$ cat src/rtl/adc_mode_pkg.sv
package adc_mode_pkg;
  localparam int SAMPLE_W   = 12;
  localparam int RESULT_W   = 16;
  localparam int CFG_W      = 8;
  localparam int GAIN_W     = 2;
  localparam int BUSY_BIT   = 7;
  localparam int SINGLE_BIT = 4;
  localparam int GAIN_LSB   = 0;
  localparam logic [CFG_W-1:0] CFG_RESET = 8'h80;
  // bits that are stored; busy is derived, reserved bits are dropped
  localparam logic [CFG_W-1:0] CFG_STORE_MASK = 8'h13;

  typedef enum logic {SEQ_IDLE, SEQ_RUN} seq_state_e;
endpackage

$ cat src/rtl/adc_cfg_reg.sv
module adc_cfg_reg
  import adc_mode_pkg::*;
(
  input  logic              clk_i,
  input  logic              rst_ni,
  input  logic              soft_rst_i,
  input  logic              we_i,
  input  logic [CFG_W-1:0]  wdata_i,
  input  logic              running_i,
  output logic              single_nxt_o,
  output logic [GAIN_W-1:0] gain_nxt_o,
  output logic              start_req_o,
  output logic [CFG_W-1:0]  cfg_rd_o
);
  logic [CFG_W-1:0] cfg_q;
  logic [CFG_W-1:0] store_val;

  assign store_val = wdata_i & CFG_STORE_MASK;

  always_ff @(posedge clk_i or negedge rst_ni) begin
    if (!rst_ni)         cfg_q <= CFG_RESET & CFG_STORE_MASK;
    else if (soft_rst_i) cfg_q <= CFG_RESET & CFG_STORE_MASK;
    else if (we_i)       cfg_q <= store_val;
  end

  // value in force this cycle, a write included
  assign single_nxt_o = we_i ? wdata_i[SINGLE_BIT] : cfg_q[SINGLE_BIT];
  assign gain_nxt_o   = we_i ? wdata_i[GAIN_LSB +: GAIN_W] : cfg_q[GAIN_LSB +: GAIN_W];
  assign start_req_o  = we_i && wdata_i[BUSY_BIT] && wdata_i[SINGLE_BIT];

  always_comb begin
    cfg_rd_o = cfg_q;
    cfg_rd_o[BUSY_BIT] = !cfg_q[SINGLE_BIT] || running_i;
  end
endmodule

$ cat src/rtl/adc_seq_fsm.sv
module adc_seq_fsm
  import adc_mode_pkg::*;
(
  input  logic              clk_i,
  input  logic              rst_ni,
  input  logic              soft_rst_i,
  input  logic              start_req_i,
  input  logic              single_nxt_i,
  input  logic [GAIN_W-1:0] gain_nxt_i,
  input  logic              done_i,
  output logic              running_o,
  output logic              start_o,
  output logic [GAIN_W-1:0] gain_o,
  output logic              capture_o
);
  seq_state_e        state_q;
  logic              start_q;
  logic [GAIN_W-1:0] gain_q;

  always_ff @(posedge clk_i or negedge rst_ni) begin
    if (!rst_ni) begin
      state_q <= SEQ_IDLE;
      start_q <= 1'b0;
      gain_q  <= '0;
    end else if (soft_rst_i) begin
      state_q <= SEQ_IDLE;
      start_q <= 1'b0;
      gain_q  <= '0;
    end else begin
      start_q <= 1'b0;
      case (state_q)
        SEQ_IDLE: begin
          if (!single_nxt_i || start_req_i) begin
            state_q <= SEQ_RUN;
            start_q <= 1'b1;
            gain_q  <= gain_nxt_i;
          end
        end
        SEQ_RUN: begin
          if (done_i) begin
            if (single_nxt_i) begin
              state_q <= SEQ_IDLE;
            end else begin
              start_q <= 1'b1;
              gain_q  <= gain_nxt_i;
            end
          end
        end
        default: state_q <= SEQ_IDLE;
      endcase
    end
  end

  assign running_o = (state_q == SEQ_RUN);
  assign start_o   = start_q;
  assign gain_o    = gain_q;
  assign capture_o = done_i && (state_q == SEQ_RUN);
endmodule

$ cat src/rtl/adc_result_reg.sv
module adc_result_reg
  import adc_mode_pkg::*;
(
  input  logic                clk_i,
  input  logic                rst_ni,
  input  logic                soft_rst_i,
  input  logic                capture_i,
  input  logic [SAMPLE_W-1:0] sample_i,
  output logic [RESULT_W-1:0] result_o
);
  localparam int EXT_W = RESULT_W - SAMPLE_W;
  logic [RESULT_W-1:0] result_q;
  logic [RESULT_W-1:0] sext;

  generate
    if (EXT_W > 0) begin : g_ext
      assign sext = {{EXT_W{sample_i[SAMPLE_W-1]}}, sample_i};
    end else begin : g_noext
      assign sext = sample_i[RESULT_W-1:0];
    end
  endgenerate

  always_ff @(posedge clk_i or negedge rst_ni) begin
    if (!rst_ni)         result_q <= '0;
    else if (soft_rst_i) result_q <= '0;
    else if (capture_i)  result_q <= sext;
  end

  assign result_o = result_q;
endmodule

$ cat src/rtl/adc_mode_ctrl.sv
module adc_mode_ctrl
  import adc_mode_pkg::*;
(
  input  logic                clk_i,
  input  logic                rst_ni,
  input  logic                soft_rst_i,
  input  logic                cfg_we_i,
  input  logic [CFG_W-1:0]    cfg_wdata_i,
  output logic [CFG_W-1:0]    cfg_o,
  output logic [RESULT_W-1:0] result_o,
  output logic                core_pwr_o,
  output logic                core_start_o,
  output logic [GAIN_W-1:0]   core_gain_o,
  input  logic                core_done_i,
  input  logic [SAMPLE_W-1:0] core_sample_i
);
  logic              running;
  logic              single_nxt;
  logic [GAIN_W-1:0] gain_nxt;
  logic              start_req;
  logic              capture;

  adc_cfg_reg u_cfg (
    .clk_i        (clk_i),
    .rst_ni       (rst_ni),
    .soft_rst_i   (soft_rst_i),
    .we_i         (cfg_we_i),
    .wdata_i      (cfg_wdata_i),
    .running_i    (running),
    .single_nxt_o (single_nxt),
    .gain_nxt_o   (gain_nxt),
    .start_req_o  (start_req),
    .cfg_rd_o     (cfg_o)
  );

  adc_seq_fsm u_seq (
    .clk_i        (clk_i),
    .rst_ni       (rst_ni),
    .soft_rst_i   (soft_rst_i),
    .start_req_i  (start_req),
    .single_nxt_i (single_nxt),
    .gain_nxt_i   (gain_nxt),
    .done_i       (core_done_i),
    .running_o    (running),
    .start_o      (core_start_o),
    .gain_o       (core_gain_o),
    .capture_o    (capture)
  );

  adc_result_reg u_res (
    .clk_i      (clk_i),
    .rst_ni     (rst_ni),
    .soft_rst_i (soft_rst_i),
    .capture_i  (capture),
    .sample_i   (core_sample_i),
    .result_o   (result_o)
  );

  assign core_pwr_o = running;
endmodule

$ cat config.mk
export PLATFORM = sky130hd
export DESIGN_NAME = adc_mode_ctrl
export DESIGN_NICKNAME = d
export VERILOG_FILES = /design/src/rtl/adc_mode_pkg.sv /design/src/rtl/adc_cfg_reg.sv /design/src/rtl/adc_seq_fsm.sv /design/src/rtl/adc_result_reg.sv /design/src/rtl/adc_mode_ctrl.sv
export SDC_FILE = /design/constraint.sdc
export NUM_CORES = 1
export LEC_CHECK = 0
export ABC_AREA = 1
export BUFFER_PORTS_ARGS = -buffer_cell sky130_fd_sc_hd__buf_2
export CORE_AREA = 2 2 50 52
export DETAILED_ROUTE_END_ITERATION = 16
export DIE_AREA = 0 0 52 54
export GPL_TIMING_DRIVEN = 0
export HOLD_SLACK_MARGIN = 0.15
export PLACE_DENSITY = 0.74
export SYNTH_ARGS = -nofsm -noshare
export SYNTH_HDL_FRONTEND = slang
export SYNTH_SLANG_ARGS = --single-unit
$ cat constraint.sdc
create_clock -name clk_i -period 1.2 [get_ports clk_i]
set_clock_uncertainty 0.05 [all_clocks]
set_input_delay 0.12 -clock clk_i [delete_from_list [all_inputs] [get_ports clk_i]]
set_output_delay 0.12 -clock clk_i [all_outputs]
set_load 0.01 [all_outputs]
After elaboration in Yosys (flattened, before gate mapping)
Cells that the tools add are included.

word-level totals
  register bits = 27
  output and inout bits = 28
  input port bits = 25

cells by class
  reductions and logical operators = 10
  bitwise gates (word level) = 1
  multiplexer cells = 19
  eq/ne operators = 3

operator list
  cell                  number
  $mux W16              2
  $mux W7               2
  $mux W2               5
  $mux W1               7
  $ne A3 B3 Y1 const B  2
  $pmux W1 S2           2
  $pmux W2 S2           1
  $reduce_bool A2 Y1    2
  $logic_and A1 B1 Y1   3
  $ne A3 B2 Y1 const B  1
  $reduce_and A3 Y1     1
  $logic_not A1 Y1      2
  $logic_or A1 B1 Y1    2
  $not A1 Y1            1

Depth between registers and ports, before layout
Gate-level depths: netlist (run 1).

  word-level depth = 6
  gate-level depth with buffers = 8
  depth with buffers taken out = 7

Hierarchy
A second synthesis (run 1) with hierarchy kept.

second synthesis, totals
  cells, all modules = 117
  area total of the unflattened synthesis = 952.2 sq um

by module, submodules not included
  module          sequential area each (sq um)  instances  cells each  area each (sq um)
  adc_result_reg  300.3                         1          57          514.2
  adc_cfg_reg     75.1                          1          32          224.0
  adc_seq_fsm     100.1                         1          28          214.0

Least setup slack after synthesis (run 1)
No wires, ideal clock.

  kind = register to register
  start = reg u_seq.state_q (netlist: u_seq.running_o)
  end = reg u_res.result_q[7] (netlist: u_res.result_o[7])
  setup time = 117 ps
  stages on the path, launching flop included = 6
  path slack = 161 ps
  data arrival time = 872 ps
  clock period less this slack = 1039 ps
  data required time = 1033 ps
  path through = dfrtp_1 -> nand2_1 -> inv_1 -> buf_4 -> nand3_1 -> nand2_1

on the way
  word-level cells in the longest chain between the ends = 2

ends and longest elaborated chain
  item                                 RTL line              RTL
  start, declared                      adc_seq_fsm.sv:16     seq_state_e state_q;
  start signal, assigned               adc_seq_fsm.sv:22     state_q <= SEQ_IDLE;
  start signal, assigned               adc_seq_fsm.sv:26     state_q <= SEQ_IDLE;
  start signal, assigned               adc_seq_fsm.sv:34     state_q <= SEQ_RUN;
  $logic_and A1 B1 Y1                  adc_seq_fsm.sv:57     assign capture_o = done_i && (state_q == SEQ_RUN);
  $reduce_bool A2 Y1 (no source line)  n/a
  end signal, assigned                 adc_result_reg.sv:26  else if (capture_i) result_q <= sext;
  end, declared                        adc_result_reg.sv:12  logic [RESULT_W-1:0] result_q;

No other way between the ends.
A chain may end at the register's enable or synchronous reset.

==> flow_summary.json, run 1 <==
{
  "critical_path_buf_inv_count": 2,
  "synth_area_leaders": "dfrtp_1 (53%), nand3_1 (16%), nand2_1 (13%)",
  "cp_top_family": "flip-flops",
  "overflow": 0,
  "grt_pass1_vias": 846,
  "drc": 0,
  "max_stage_delay_ps": 450,
  "antenna_left": 0,
  "timing.hold.ws_ps": 201,
  "ys_ff_latch": 19,
  "p_seq_frac": 0.533,
  "pwr-share-clk": 0.236,
  "syn_area_um2": 896,
  "vias": 955,
  "grt_antenna_before_repair": 0,
  "synth_top_area_share": 0.531,
  "path_max_fanout": 6,
  "startpoint_type": "flop",
  "fin_crit_ps": 1170,
  "post_cts_buffers": 0,
  "grt_usage": 0.163,
  "synth_cell_type_count": 14,
  "grt_pass1_wl_um": 3390,
  "dr.pass1.iters": 4,
  "htreeDepth": 1,
  "switchingPower_w": 0.000359,
  "clock_tree.buffer_depth": 2,
  "crit_type": "flop to output port",
  "place_congestion": 0.797,
  "fin_crit_sh": 0.977,
  "fmax_mhz": 853,
  "core.rowCount": 18,
  "yosys_warnings": 0,
  "cp.arrival_ps": 1000,
  "routed_wl_um": 2240,
  "hold_path_class": "input pin to flop",
  "fin_area_um2": 1410,
  "cts_sinks": 19,
  "worstSetupEndpointType": "output port",
  "crit_chain": "buf_4 -> buf_2",
  "required_ps": 1030,
  "port_buffers": 43,
  "slew_violations": 0,
  "slowest_stage": "dfrtp_2",
  "insertion_delay_ps": 290,
  "drt-initial-drc-count": 15,
  "place_area_um2": 1160,
  "cap_violations": 0,
  "cellPowerDensity_nw_per_um2": 937,
  "final_layout_size_suffix_gt1_frac": 0.397,
  "initial_core_util": 0.386,
  "cts_tree": "done",
  "pwr-share-comb": 0.231,
  "status": "finished, final reports clean",
  "numCtsBuffers": 3,
  "yosysSeqAreaShare": 0.531,
  "grt_max_degree": 20,
  "wl_per_cell_um": 11.0,
  "pre_cts_ws_ps": 89.3,
  "rsz0062_at_grt": "yes",
  "internal_power_w": 0.000960,
  "ios": 53,
  "die_w_um": 52,
  "ir_drop_mv": 0.537,
  "setup_violations": 0,
  "finalHoldViolCount": 0,
  "clk_pin_slew_ps": 100,
  "swShare": 0.272,
  "dieArea_um2": 2810,
  "core_area_um2": 2320,
  "p_leak_nw": 0.812,
  "viasPerCell": 4.68,
  "fin_ws_ps": 27.9,
  "fin_nets": 200,
  "antenna-diode-count": 0,
  "cts-root-buf": "clkbuf_4",
  "die-height_um": 54,
  "syn_inst": 105,
  "place_hpwl_um": 1550,
  "area_growth_pct": 57.1,
  "synth_top_area_cell": "dfrtp_1",
  "postSynthAreaPerCell_um2": 8.53
}
[flip-flops by register name (all words and copies together), names as in the netlist]
register and count:
u_res.result_o 12, u_seq.running_o 1, u_cfg.cfg_q 3, u_seq.gain_o 2, u_seq.start_o 1
[metal layers]
layer / routed length, um / vias to the layer above / global-route usage
li1: - / 470 / -
met2: 1170 / 38 / 0.327
met5: 0 / - / 0
met3: 146 / 2 / 0.0250
met1: 913 / 445 / 0.177
met4: 10 / 0 / 0.0395
[through the flow]
stage          TNS (ps)  power, W  std cells  utilization
6_report              0   0.00132        204        0.607
5_1_grt           -43.5   0.00138        204        0.607
4_1_cts               0   0.00131        204        0.593
3_5_place_dp          0  0.000956        181        0.500
3_3_place_gp          0  0.000951        181        0.500
2_1_floorplan         0  0.000844        108            -
[what timing repair did]
item	4_1_cts	5_1_grt
endpoints found under the hold margin	36	0
resized for setup	0	13
setup endpoints to repair	0	18
hold buffers	19	0
[path summary, 6_finish.rpt]
path / to / start / slack (ps) / cells after the start
worst max register to register: u_res.result_o[3] / u_seq.running_o / 160 / 4
worst min-delay path: u_seq.gain_o[0] / cfg_wdata_i[7] / 200 / 5
worst min register to register: u_seq.gain_o[1] / u_seq.gain_o[1] / 430 / 2
worst max-delay path: result_o[15] / u_res.result_o[14] / 30 / 2
min in group asynchronous: u_res.result_o[10] / rst_ni / 240 / 2
max in group asynchronous: u_res.result_o[14] / rst_ni / 550 / 2
[cell families (layout without fill, tap and decap cells)]
kind of cell,count (synthesis),in the layout,synth area share
and+or+nand+nor,64,64,0.321
DFF,19,19,0.531
buffers and inverters,17,83,0.121
other,1,4,0.00419
AOI/OAI and AO/OA,4,4,0.0223
[worst register-to-register path: cells and delay by family, from the launching register on]
family        cells  cell delay [ps]
flops             1              450
simple gates      3              280
buf+inv           1              210
[cells in the final DEF, fill, tap and decap left out, drive strengths merged]
cell type / instances
buf: 55
nand2: 33
nand3: 28
dlygate4sd3: 19
dfrtp: 19
clkbuf: 5
a21oi: 4
conb: 4
inv: 4
nor2: 2
nand4: 1
[Yosys cell counts]
cell type	n
nand3_1	28
inv_1	3
nand4_1	1
conb_1	1
nor2_1	1
buf_2	3
nand2_2	3
a21oi_1	4
nand2_1	30
nor2_2	1
buf_4	9
inv_2	1
buf_6	1
dfrtp_1	19
[final cells by class]
cell class	instances	area, um^2
Fill cell	192	912
Timing Repair Buffer	62	418
Clock buffer	4	26.3
Sequential cell	19	478
Buffer	13	100
Multi-Input combinational cell	72	330
Inverter	4	17.5
Tap cell	30	37.5
[power groups by stage]
stage | Combinational, W | Sequential, W | Clock [W]
2_1_floorplan | 0.000115 | 0.000729 | 0
3_3_place_gp | 0.000240 | 0.000711 | 0
3_5_place_dp | 0.000243 | 0.000712 | 0
4_1_cts | 0.000291 | 0.000700 | 0.000317
5_1_grt | 0.000339 | 0.000707 | 0.000335
6_report | 0.000305 | 0.000703 | 0.000311
Note: power is estimated with default switching activity, not from simulation.
==> run 2: changes to the inputs <==
==> constraint.sdc (replaced) <==
create_clock -name clk_i -period 1.2 [get_ports clk_i]
set_clock_uncertainty 0.05 [all_clocks]
set_input_delay 0.12 -clock clk_i [delete_from_list [all_inputs] [get_ports clk_i]]
set_output_delay 0.12 -clock clk_i [all_outputs]
set_load 0.1 [all_outputs]
==> run 2 against run 1 <==
- the run now ends with setup timing left
- routed wire length up 13%
- fmax down 8.8%
- design area up 14%
- clock-buffer cell count down 1
- flip-flop and latch count unchanged
- first-iteration DRC count down 33%
- global-route usage up 2.0 points
- total power up 35%
- register-to-register slack worse by 170 ps
- worst setup slack worse by 110 ps
==> flow_summary.json, run 2 (synthesis gave the netlist of run 1 again) <==
{
  "status": "finished with violations",
  "violations": "setup timing",
  "grt_pass1_vias": 850,
  "place_congestion": 0.813,
  "grtUsageMet1": 0.205,
  "fin_crit_sh": 1.07,
  "min_from": "cfg_wdata_i[7]",
  "final_core_util": 0.690,
  "htreeDepth": 1,
  "setup_violations": 10,
  "largest_reg_flops": 12,
  "cap_violations": 0,
  "fin_cells": 207,
  "ir_drop_mv": 0.876,
  "fin_ws_ps": -84.5,
  "finalHoldViolCount": 0,
  "ios": 53,
  "fmax_mhz": 779,
  "hold_end": "u_seq.start_o",
  "worstSetupEndpointType": "output port",
  "ff2ff_path_depth": 7,
  "cp_top_family": "flip-flops",
  "core_area_um2": 2320,
  "grt_usage": 0.183,
  "dr.pass1.iters": 4,
  "cp.arrival_ps": 1110,
  "rsz0062_at_grt": "yes",
  "initial_core_util": 0.386,
  "switchingPower_w": 0.000751,
  "crit_type": "flop to output port",
  "wl_per_cell_um": 12.3,
  "dieArea_um2": 2810,
  "drt-initial-drc-count": 10,
  "critical_path_buf_inv_count": 2,
  "p_leak_nw": 0.844,
  "required_ps": 1030,
  "use_met3": 0.0306,
  "rr_endpoint": "u_seq.gain_o[1]",
  "antenna_left": 0,
  "pre_cts_ws_ps": 62.4,
  "vias": 948,
  "cellPowerDensity_nw_per_um2": 1110,
  "final_layout_size_suffix_gt1_frac": 0.497,
  "routed_wl_um": 2540,
  "cts_tree": "done",
  "internal_power_w": 0.00103,
  "cts-root-buf": "clkbuf_4",
  "final_cell_mix": "nand2_1 (28), nand3_1 (28), buf_4 (25)",
  "slew_violations": 0,
  "place_hpwl_um": 1570,
  "crit_chain": "buf_6 -> buf_12",
  "met2_usage": 0.352,
  "pwr-share-clk": 0.177,
  "setup_tns_ps": -534,
  "pwr-share-comb": 0.420,
  "die-height_um": 54,
  "grt_max_degree": 20,
  "viasPerCell": 4.58,
  "startpoint_type": "flop",
  "grt_pass1_wl_um": 3750,
  "p_seq_frac": 0.403,
  "overflow": 0,
  "r2r_start": "u_cfg.cfg_q[4]",
  "fin_nets": 203,
  "worstHoldPathCells": 5,
  "fin_crit_ps": 1280,
  "max_stage_delay_ps": 540,
  "slowest_stage": "dfrtp_4",
  "die_w_um": 52,
  "core.rowCount": 18,
  "place_inst": 181,
  "numCtsBuffers": 3,
  "port_buffers": 43,
  "grt_antenna_before_repair": 0,
  "clk_pin_slew_ps": 110,
  "clock_tree.buffer_depth": 2,
  "drc": 0,
  "path_max_fanout": 6,
  "swShare": 0.423,
  "insertion_delay_ps": 290,
  "area_growth_pct": 78.8,
  "top_usage_layer": "met2",
  "reg2reg_slack_ps": -10,
  "antenna-diode-count": 0,
  "hold_path_class": "input pin to flop",
  "cts_sinks": 19
}
==> run 2: worst max path at each step <==
stage | start | to | slack (ps) | depth (start not counted)
final | u_res.result_o[14] | result_o[13] | -80 | 2
after global routing | u_res.result_o[14] | result_o[14] | -130 | 2
after floorplan | u_seq.running_o | u_seq.gain_o[0] | -30 | 6
after detailed placement | u_cfg.cfg_q[4] | cfg_o[7] | 60 | 2
after global placement | u_cfg.cfg_q[4] | cfg_o[7] | 70 | 2
after CTS | u_res.result_o[14] | result_o[14] | -100 | 2
==> run 2: layer usage <==
metal | wire length, um | part of all wire
met5 | 0 | 0
met4 | 0 | 0
met3 | 120 | 0.047
met2 | 1360 | 0.54
met1 | 1060 | 0.42
==> run 2: repair_timing <==
action | 4_1_cts | 5_1_grt
endpoints found under the hold margin | 36 | 0
hold buffers | 19 | 0
endpoints found under the setup margin | 24 | 15
buffers inserted | 2 | 1
gates resized for setup | 44 | 3
==> run 2: power groups by stage <==
stage	registers [W]	clock network (W)	logic (W)
after floorplan	0.000996	0	0.000230
after global placement	0.000722	0	0.000616
after detailed placement	0.000724	0	0.000620
after CTS	0.000716	0.000331	0.000736
after global routing	0.000721	0.000366	0.000778
final	0.000716	0.000314	0.000747
==> run 2: layout make-up <==
class / instances / area, um^2
fill: 182 / 718
timing repair buffer: 65 / 563
sequential: 19 / 503
multi-input combinational: 72 / 338
buffer: 13 / 115
tap: 30 / 37.5
clock buffer: 3 / 22.5
inverter: 4 / 17.5
clock inverter: 1 / 5.00
==> run 2: worst register-to-register path, stage by stage (launching register included) <==
cell and delay [ps]:
dfrtp_4 530, buf_4 150, nand2_1 80, nand2_2 60, nand2_2 90, nand2_2 50, nand2_1 50, nand2_1 50
==> run 2: through the flow <==
step / cell area [um^2] / power (W) / hold WS (ps)
2_1_floorplan: 956 / 0.00123 / -226
3_3_place_gp: 1210 / 0.00134 / 29.4
3_5_place_dp: 1210 / 0.00134 / 28.0
4_1_cts: 1580 / 0.00178 / 164
5_1_grt: 1600 / 0.00187 / 188
6_report: 1600 / 0.00178 / 176
==> run 3: changes to the inputs <==
--- a/config.mk
+++ b/config.mk
@@ -8,6 +8,7 @@
 export ABC_AREA = 1
 export BUFFER_PORTS_ARGS = -buffer_cell sky130_fd_sc_hd__buf_2
 export CORE_AREA = 2 2 50 52
+export CTS_BUF_LIST = sky130_fd_sc_hd__clkbuf_16
 export DETAILED_ROUTE_END_ITERATION = 16
 export DIE_AREA = 0 0 52 54
 export GPL_TIMING_DRIVEN = 0
==> run 3 against run 2 <==
- the flow still finishes with violations (setup timing)
- fmax increased by 4.0%
- sequential power barely moved
- worst hold slack worse by 62 ps
- routed wire length shrank 4.8%
- die area unchanged
- clock power increased by 110%
- total power grew 18%
- largest power group is now registers
==> flow_summary.json, run 3 (synthesis gave the netlist of run 1 again) <==
{
  "status": "finished with violations",
  "violations": "setup timing",
  "pre_cts_ws_ps": 62.4,
  "worstSetupEndpointType": "output port",
  "rsz0062_at_grt": "yes",
  "fin_nets": 198,
  "post_cts_buffers": 0,
  "setup_tns_ps": -117,
  "drt-initial-drc-count": 9,
  "fmax_mhz": 810,
  "area_growth_pct": 77.9,
  "max_stage_delay_ps": 520,
  "fin_crit_ps": 1230,
  "cts_sinks": 19,
  "htreeDepth": 1,
  "final_cell_mix": "nand2_1 (28), nand3_1 (28), buf_2 (23)",
  "final_core_util": 0.687,
  "ios": 53,
  "clock_tree.buffer_depth": 2,
  "largest_reg_flops": 12,
  "finalHoldViolCount": 0,
  "slew_violations": 0,
  "grt_usage": 0.173,
  "fin_ws_ps": -34.7,
  "path_max_fanout": 5,
  "dr.pass1.iters": 4,
  "grt_antenna_before_repair": 0,
  "cellPowerDensity_nw_per_um2": 1320,
  "die-height_um": 54,
  "timing.hold.ws_ps": 114,
  "startpoint_type": "flop",
  "grt_pass1_wl_um": 3570,
  "overflow": 0,
  "viasPerCell": 4.58,
  "required_ps": 1030,
  "cp.arrival_ps": 1060,
  "wl_per_cell_um": 12.0,
  "cts-root-buf": "clkbuf_16",
  "insertion_delay_ps": 240,
  "initial_core_util": 0.386,
  "slowest_stage": "dfrtp_4",
  "antenna-diode-count": 0,
  "routed_wl_um": 2420,
  "place_hpwl_um": 1570,
  "crit_chain": "inv_4 -> nand2_4 -> buf_12",
  "setup_violations": 5,
  "port_buffers": 43,
  "ctsHoldBuffers": 17,
  "p_leak_nw": 0.832,
  "final_layout_size_suffix_gt1_frac": 0.494,
  "cap_violations": 0,
  "place_congestion": 0.813,
  "antenna_left": 0,
  "dieArea_um2": 2810,
  "core_area_um2": 2320,
  "numCtsBuffers": 3,
  "die_w_um": 52,
  "grt_max_degree": 20,
  "ir_drop_mv": 0.772,
  "vias": 926,
  "drc": 0,
  "hold_path_class": "input pin to flop",
  "fin_crit_sh": 1.03,
  "cts_tree": "done",
  "grt_pass1_vias": 818,
  "clk_pin_slew_ps": 50,
  "core.rowCount": 18,
  "crit_type": "flop to output port"
}
## run 3: cell types whose count changed in the layout (fill, tap and decap cells not counted), sizes merged
cell         change
clkbuf          +13
dlygate4sd3      -2
buf             -16
## run 3: final timing paths
path,startpoint,to,depth (start not counted),slack [ps]
setup / recovery,u_seq.running_o,cfg_o[7],3,-30
min in group asynchronous,rst_ni,u_res.result_o[7],2,310
max in group asynchronous,rst_ni,u_res.result_o[14],2,460
setup reg to reg,u_seq.running_o,u_res.result_o[0],4,70
hold / removal,cfg_we_i,u_cfg.cfg_q[1],3,110
hold reg to reg,u_seq.gain_o[1],u_seq.gain_o[1],2,430
## run 3: area by class of cell
type / instances / area [um^2]
well taps: 30 / 37.5
multi-input cells: 72 / 338
repair buffers: 60 / 505
inverters: 4 / 17.5
clock inverters: 1 / 5.00
fillers: 183 / 726
plain buffers: 13 / 113
flip-flops and latches: 19 / 503
clock buffers: 3 / 75.1
## run 3: routing by layer
layer  track usage  part of all wire
met2         0.340              0.53
met5             0                 0
met3        0.0306             0.069
met1         0.186              0.40
met4        0.0570            0.0029
## run 3: repair_timing
action	in CTS	in global routing
endpoints found under the setup margin	9	20
pin swaps	0	0
hold endpoints to repair	35	3
gates resized for setup	25	17
## run 3: where the power goes
part / total (W) / switching (W) / internal, W
combinational: 0.000717 / 0.000523 / 0.000194
sequential: 0.000717 / 0.0000312 / 0.000686
clock: 0.000666 / 0.000220 / 0.000446
## run 3: critical path, delay by kind of cell (launching register included)
family                 cells  cell delay [ps]
AND/OR/NAND/NOR            1               50
flip-flops                 1              520
buffers and inverters      2              250
## run 3: stage by stage
step / area, um^2 / power [W] / std cells
final: 1590 / 0.00210 / 202
after global routing: 1590 / 0.00219 / 202
after CTS: 1550 / 0.00210 / 202
after detailed placement: 1210 / 0.00134 / 181
after global placement: 1210 / 0.00134 / 181
after floorplan: 956 / 0.00123 / 108
